==> config.mk <==
export PLATFORM = sky130hd
export DESIGN_NAME = branch_resolve
export DESIGN_NICKNAME = d
export VERILOG_FILES = /design/src/rtl/br_pkg.sv /design/src/rtl/br_decode.sv /design/src/rtl/br_cond_eval.sv /design/src/rtl/br_target.sv /design/src/rtl/branch_resolve.sv
export SDC_FILE = /design/constraint.sdc
export NUM_CORES = 1
export LEC_CHECK = 0
export BUFFER_PORTS_ARGS = -buffer_cell sky130_fd_sc_hd__buf_2
export CAP_MARGIN = 20
export CORE_MARGIN = 2
export CORE_UTILIZATION = 51
export DETAILED_ROUTE_END_ITERATION = 12
export PLACE_DENSITY = 0.82
export SYNTH_ARGS = -nofsm -noshare
export SYNTH_HDL_FRONTEND = slang
export SYNTH_SLANG_ARGS = --single-unit
==> constraint.sdc <==
create_clock -name clk -period 6 [get_ports clk]
set_clock_uncertainty 0.05 [all_clocks]
set_input_delay 0.6 -clock clk [delete_from_list [all_inputs] [get_ports clk]]
set_output_delay 0.6 -clock clk [all_outputs]
set_load 0.05 [all_outputs]
==> src/rtl/br_pkg.sv <==
package br_pkg;
  localparam int unsigned XLEN    = 32;
  localparam int unsigned OPC_W   = 6;
  localparam int unsigned XO_W    = 10;
  localparam int unsigned FLD_W   = 5;
  localparam int unsigned LI_W    = 24;
  localparam int unsigned BD_W    = 14;
  localparam int unsigned STEP    = 4;

  localparam logic [OPC_W-1:0] OPC_UNCOND = 6'd18;
  localparam logic [OPC_W-1:0] OPC_CONDI  = 6'd16;
  localparam logic [OPC_W-1:0] OPC_XL     = 6'd19;
  localparam logic [XO_W-1:0]  XO_TO_LR   = 10'd16;
  localparam logic [XO_W-1:0]  XO_TO_CTR  = 10'd528;

  typedef enum logic [2:0] {
    BK_NONE,
    BK_UNCOND,
    BK_COND_IMM,
    BK_COND_LR,
    BK_COND_CTR
  } br_kind_e;

  typedef struct packed {
    br_kind_e           kind;
    logic [FLD_W-1:0]   opt;
    logic [FLD_W-1:0]   sel;
    logic               abs_mode;
    logic               link;
    logic [LI_W-1:0]    li;
    logic [BD_W-1:0]    bd;
  } br_fields_t;

  function automatic logic [XLEN-1:0] ext_long(input logic [LI_W-1:0] f);
    return {{(XLEN-LI_W-2){f[LI_W-1]}}, f, 2'b00};
  endfunction

  function automatic logic [XLEN-1:0] ext_short(input logic [BD_W-1:0] f);
    return {{(XLEN-BD_W-2){f[BD_W-1]}}, f, 2'b00};
  endfunction

  function automatic logic ctr_test(input logic [FLD_W-1:0] opt,
                                    input logic [XLEN-1:0]  new_cnt);
    if (opt[2]) return 1'b1;
    return (new_cnt != '0) ? ~opt[1] : opt[1];
  endfunction

  function automatic logic cond_test(input logic [FLD_W-1:0] opt,
                                     input logic [FLD_W-1:0] sel,
                                     input logic [XLEN-1:0]  cr);
    logic [FLD_W-1:0] idx;
    if (opt[4]) return 1'b1;
    idx = 5'(XLEN-1) - sel;
    return cr[idx] == opt[3];
  endfunction
endpackage

==> src/rtl/br_decode.sv <==
module br_decode
  import br_pkg::*;
(
  input  logic [XLEN-1:0] insn,
  output br_fields_t      fields
);
  logic [OPC_W-1:0] opc;
  logic [XO_W-1:0]  xo;

  assign opc = insn[XLEN-1 -: OPC_W];
  assign xo  = insn[XO_W:1];

  always_comb begin
    fields.opt      = insn[25:21];
    fields.sel      = insn[20:16];
    fields.abs_mode = insn[1];
    fields.link     = insn[0];
    fields.li       = insn[25:2];
    fields.bd       = insn[15:2];
    fields.kind     = BK_NONE;
    if (opc == OPC_UNCOND)                         fields.kind = BK_UNCOND;
    else if (opc == OPC_CONDI)                     fields.kind = BK_COND_IMM;
    else if (opc == OPC_XL && xo == XO_TO_LR)      fields.kind = BK_COND_LR;
    else if (opc == OPC_XL && xo == XO_TO_CTR)     fields.kind = BK_COND_CTR;
  end
endmodule

==> src/rtl/br_cond_eval.sv <==
module br_cond_eval
  import br_pkg::*;
(
  input  logic [FLD_W-1:0] opt,
  input  logic [FLD_W-1:0] sel,
  input  logic [XLEN-1:0]  cr,
  input  logic [XLEN-1:0]  ctr,
  output logic [XLEN-1:0]  ctr_dec,
  output logic             ctr_upd,
  output logic             ctr_ok,
  output logic             cond_ok
);
  assign ctr_dec = ctr - XLEN'(1);
  assign ctr_upd = ~opt[2];
  assign ctr_ok  = ctr_test(opt, ctr_dec);
  assign cond_ok = cond_test(opt, sel, cr);
endmodule

==> src/rtl/br_target.sv <==
module br_target
  import br_pkg::*;
(
  input  br_fields_t      fields,
  input  logic [XLEN-1:0] pc,
  input  logic [XLEN-1:0] lr,
  input  logic [XLEN-1:0] ctr,
  output logic [XLEN-1:0] target
);
  logic [XLEN-1:0] disp;
  logic [XLEN-1:0] align_mask;

  assign align_mask = ~XLEN'(3);
  assign disp = (fields.kind == BK_UNCOND) ? ext_long(fields.li)
                                           : ext_short(fields.bd);

  always_comb begin
    unique case (fields.kind)
      BK_COND_LR:  target = lr & align_mask;
      BK_COND_CTR: target = ctr & align_mask;
      BK_UNCOND, BK_COND_IMM:
        target = fields.abs_mode ? disp : pc + disp;
      default:     target = pc + XLEN'(STEP);
    endcase
  end
endmodule

==> src/rtl/branch_resolve.sv <==
module branch_resolve
  import br_pkg::*;
(
  input  logic            clk,
  input  logic            rst_n,
  input  logic            issue_i,
  input  logic [XLEN-1:0] insn_i,
  input  logic [XLEN-1:0] pc_i,
  input  logic [XLEN-1:0] cr_i,
  input  logic [XLEN-1:0] lr_i,
  input  logic [XLEN-1:0] ctr_i,
  output logic            res_valid_o,
  output logic            taken_o,
  output logic [XLEN-1:0] npc_o,
  output logic            lr_we_o,
  output logic [XLEN-1:0] lr_wd_o,
  output logic            ctr_we_o,
  output logic [XLEN-1:0] ctr_wd_o
);
  br_fields_t      fields;
  logic [XLEN-1:0] ctr_dec;
  logic            ctr_upd;
  logic            ctr_pass;
  logic            cond_pass;
  logic [XLEN-1:0] target;
  logic [XLEN-1:0] seq_pc;
  logic            is_cond;
  logic            is_branch;
  logic            take_now;
  logic            ctr_wr_now;
  logic            lr_wr_now;

  br_decode u_dec (.insn(insn_i), .fields(fields));

  br_cond_eval u_eval (
    .opt    (fields.opt),
    .sel    (fields.sel),
    .cr     (cr_i),
    .ctr    (ctr_i),
    .ctr_dec(ctr_dec),
    .ctr_upd(ctr_upd),
    .ctr_ok (ctr_pass),
    .cond_ok(cond_pass)
  );

  br_target u_tgt (
    .fields(fields),
    .pc    (pc_i),
    .lr    (lr_i),
    .ctr   (ctr_i),
    .target(target)
  );

  assign seq_pc     = pc_i + XLEN'(STEP);
  assign is_cond    = (fields.kind == BK_COND_IMM) || (fields.kind == BK_COND_LR) ||
                      (fields.kind == BK_COND_CTR);
  assign is_branch  = is_cond || (fields.kind == BK_UNCOND);
  assign take_now   = (fields.kind == BK_UNCOND) || (is_cond && ctr_pass && cond_pass);
  assign ctr_wr_now = is_cond && ctr_upd;
  assign lr_wr_now  = is_branch && fields.link;

  always_ff @(posedge clk) begin
    if (!rst_n) begin
      res_valid_o <= 1'b0;
      taken_o     <= 1'b0;
      npc_o       <= '0;
      lr_we_o     <= 1'b0;
      lr_wd_o     <= '0;
      ctr_we_o    <= 1'b0;
      ctr_wd_o    <= '0;
    end else begin
      res_valid_o <= issue_i;
      taken_o     <= issue_i && take_now;
      npc_o       <= take_now ? target : seq_pc;
      lr_we_o     <= issue_i && lr_wr_now;
      lr_wd_o     <= seq_pc;
      ctr_we_o    <= issue_i && ctr_wr_now;
      ctr_wd_o    <= ctr_dec;
    end
  end
endmodule

==> out/qor.yml <==
ios: 263
grt_pass1_vias: 7006
ys_warn_count: 0
viasPerCell: 5.97
nNetsFinal: 1285
synth_edf_count: 0
gp_congestion: 0.993
synth_nets: 1062
ys_seq_elements: 100
synthToLayoutAreaGrowth_pct: 22.2
die_h_um: 123
critPathBufInv: 2
internal_power_w: 0.00124
finalCritPeriodShare: 0.774
comb_power_share: 0.324
p_leak_nw: 4.06
seqPwrFrac: 0.372
synth_ff_type: "dfxtp_1"
cts.sinks: 100
rows: 43
vdd_drop_max_uv: 134
cts.root.buffer_cell: "clkbuf_16"
wl_per_cell_um: 19.0
max_cap_violations: 0
core_area_um2: 13800
final_common_cell: "buf_2"
final.setup.tns_ns: 0
dieArea_um2: 15100
io_buffers: 260
yosysSeqAreaShare: 0.277
cp-end-kind: "register"
drtIter0Drc: 779
worst_pin_slew_ns: 0.905
grt_pass1_wl_um: 35600
grt_antenna_before_repair: 4
cts_setup_buffers: 0
overflow: 0
syn_area_per_cell_um2: 8.34
slew_violations: 0
crit_chain: "buf_2, nor4b_1, buf_4, nor2b_1, nand2_1, and2_1, a31o_2, ha_1, a211oi_1, nor2_1, or4_1, or3_1, a2111o_1, o211ai_1, mux2i_1, a21oi_1, a211oi_2"
p_sw_frac: 0.353
powerDensity_nw_per_um2: 217
max_slew_margin: 0.396
final_cell_mix: "buf_2, nor2_1, dfxtp_1"
h-tree-depth: 3
tritoncts: "yes"
crit_family: "simple AND/OR/NAND/NOR gates"
drt_first_pass_iters: 5
worstHoldStart: "pc_i[1]"
dpl.hpwl_um: 18800
status: "finished clean"
critPathLaunchType: "primary input"
finalPower_w: 0.00191
hold_depth: 2
cp_slowest_stage_delay_ns: 0.55
wirelength_um: 24200
fillers: 1219
min_period_ns: 4.64
via_count: 7616
finalNonFillerCells: 1275
max_freq_ghz: 0.215
path_class: "primary input to register"
cts_buffers: 9
grt_max_degree: 58
clkTransAtPathRegs_ns: 0.07
arrival_ns: 4.87
yosysUniqueCellTypes: 78
finalHoldViolations: 0
placed_cells: 1257
drive_gt1_frac: 0.312
die_w_um: 123
max-clock-path-buffers: 2
grt_usage: 0.307
setup_viol: 0
async_flop_share: 0
hold_buffers: 0
critPathSlowestCell: "or4_1"
switchingPower_w: 0.000675
rsz0062_at_grt: "no"
ant_nets: 0
syn_inst: 865
netlist_area_um2: 7220
hold_class: "primary input to register"
hold_path_end: "lr_wd_o[1]$_SDFF_PN0_"
start_util: 0.522
clkPwrFrac: 0.304
critPathMaxFanout: 10
ctsResizeCount: 0
cp_data_required_time_ns: 6.23
drc_errors: 0
[cells by family after synthesis]
family                     count (synthesis)  share of synthesized area
xor gates and xnor gates                  77                     0.0935
adders and majority gates                 34                     0.0600
and+or+nand+nor                          318                      0.222
AOI/OAI and AO/OA                        197                      0.197
buffers and inverters                     78                     0.0487
DFF                                      100                      0.277
muxes                                     61                      0.101
[flip-flops by register name (all words and copies together), names as in the netlist]
register / cells
ctr_wd_o: 32
lr_wd_o: 32
npc_o: 32
ctr_we_o: 1
lr_we_o: 1
res_valid_o: 1
taken_o: 1
[how the worst max path moves through the flow]
stage / from / endpoint / slack, ns / depth (start not counted)
final: insn_i[31] / npc_o[31]$_SDFF_PN0_ / 1.36 / 17
after global routing: insn_i[31] / npc_o[31]$_SDFF_PN0_ / 1.16 / 17
after CTS: insn_i[31] / npc_o[31]$_SDFF_PN0_ / 1.43 / 17
after detailed placement: insn_i[31] / npc_o[31]$_SDFF_PN0_ / 1.07 / 17
after global placement: insn_i[31] / npc_o[31]$_SDFF_PN0_ / 1.15 / 17
after floorplan: insn_i[31] / npc_o[31]$_SDFF_PN0_ / 1.37 / 17
[metrics by stage]
| step | instance area, µm² | setup slack (ns) | utilization | hold slack [ns] |
|---|---|---|---|---|
| floorplan | 7220 | 1.37 | - | 0.622 |
| global placement | 8520 | 1.15 | 0.616 | 0.772 |
| detailed placement | 8520 | 1.07 | 0.616 | 0.777 |
| CTS | 8810 | 1.43 | 0.637 | 0.404 |
| global route | 8820 | 1.16 | 0.638 | 0.413 |
| finish | 8820 | 1.36 | 0.638 | 0.411 |
[power groups by stage]
stage / clock network [W] / registers, W / logic (W)
2_1_floorplan: 0 / 0.000861 / 0.000291
3_5_place_dp: 0 / 0.000727 / 0.000607
5_1_grt: 0.000618 / 0.000714 / 0.000662
3_3_place_gp: 0 / 0.000725 / 0.000600
4_1_cts: 0.000589 / 0.000712 / 0.000611
6_report: 0.000583 / 0.000711 / 0.000620
[layer usage]
layer	share of wire	routed length, µm	track usage
met3	0.088	2140	0.0563
met2	0.47	11400	0.509
met4	0.032	765	0.114
met5	0.00054	13	0
met1	0.41	9890	0.399
[cells in the mapped netlist, types with 4 or more instances]
| cell | count | share of area |
|---|---|---|
| a31o_2 | 16 | 0.019 |
| clkbuf_1 | 34 | 0.018 |
| and2_1 | 15 | 0.013 |
| ha_1 | 33 | 0.057 |
| o21bai_1 | 5 | 0.0052 |
| o211ai_1 | 6 | 0.0062 |
| nor2_1 | 114 | 0.059 |
| nor3_1 | 16 | 0.011 |
| a21oi_1 | 48 | 0.033 |
| o21a_1 | 8 | 0.0083 |
| or4_1 | 5 | 0.0052 |
| mux2i_1 | 48 | 0.067 |
| mux2_2 | 4 | 0.0062 |
| a31oi_1 | 8 | 0.0069 |
| a21o_1 | 8 | 0.0083 |
| nand2b_1 | 8 | 0.0069 |
| o21ai_0 | 30 | 0.021 |
| nand2_1 | 44 | 0.023 |
| inv_1 | 25 | 0.013 |
| a211oi_1 | 6 | 0.0062 |
| o221ai_1 | 5 | 0.0061 |
| xnor2_1 | 47 | 0.057 |
| buf_1 | 11 | 0.0057 |
| nor2b_1 | 8 | 0.0069 |
| or3_1 | 10 | 0.0087 |
| o31ai_2 | 13 | 0.023 |
| dfxtp_1 | 100 | 0.28 |
| nand4_1 | 10 | 0.0087 |
| nand3_1 | 31 | 0.022 |
| nor4_1 | 12 | 0.010 |
| mux4_2 | 9 | 0.028 |
| o22ai_1 | 13 | 0.011 |
| and3_1 | 19 | 0.016 |
| xor2_1 | 30 | 0.036 |
[area by class of cell]
cell class | instances | area [µm²] | area share
clock inverters | 6 | 63.8 | 0.00724
repair buffers | 265 | 1340 | 0.152
diodes | 3 | 7.51 | 0.000851
inverters | 25 | 93.8 | 0.0106
clock buffers | 9 | 225 | 0.0255
flip-flops and latches | 100 | 2000 | 0.227
well taps | 180 | 225 | 0.0255
multi-input cells | 687 | 4860 | 0.551
Power figures use the tool's default switching activity.
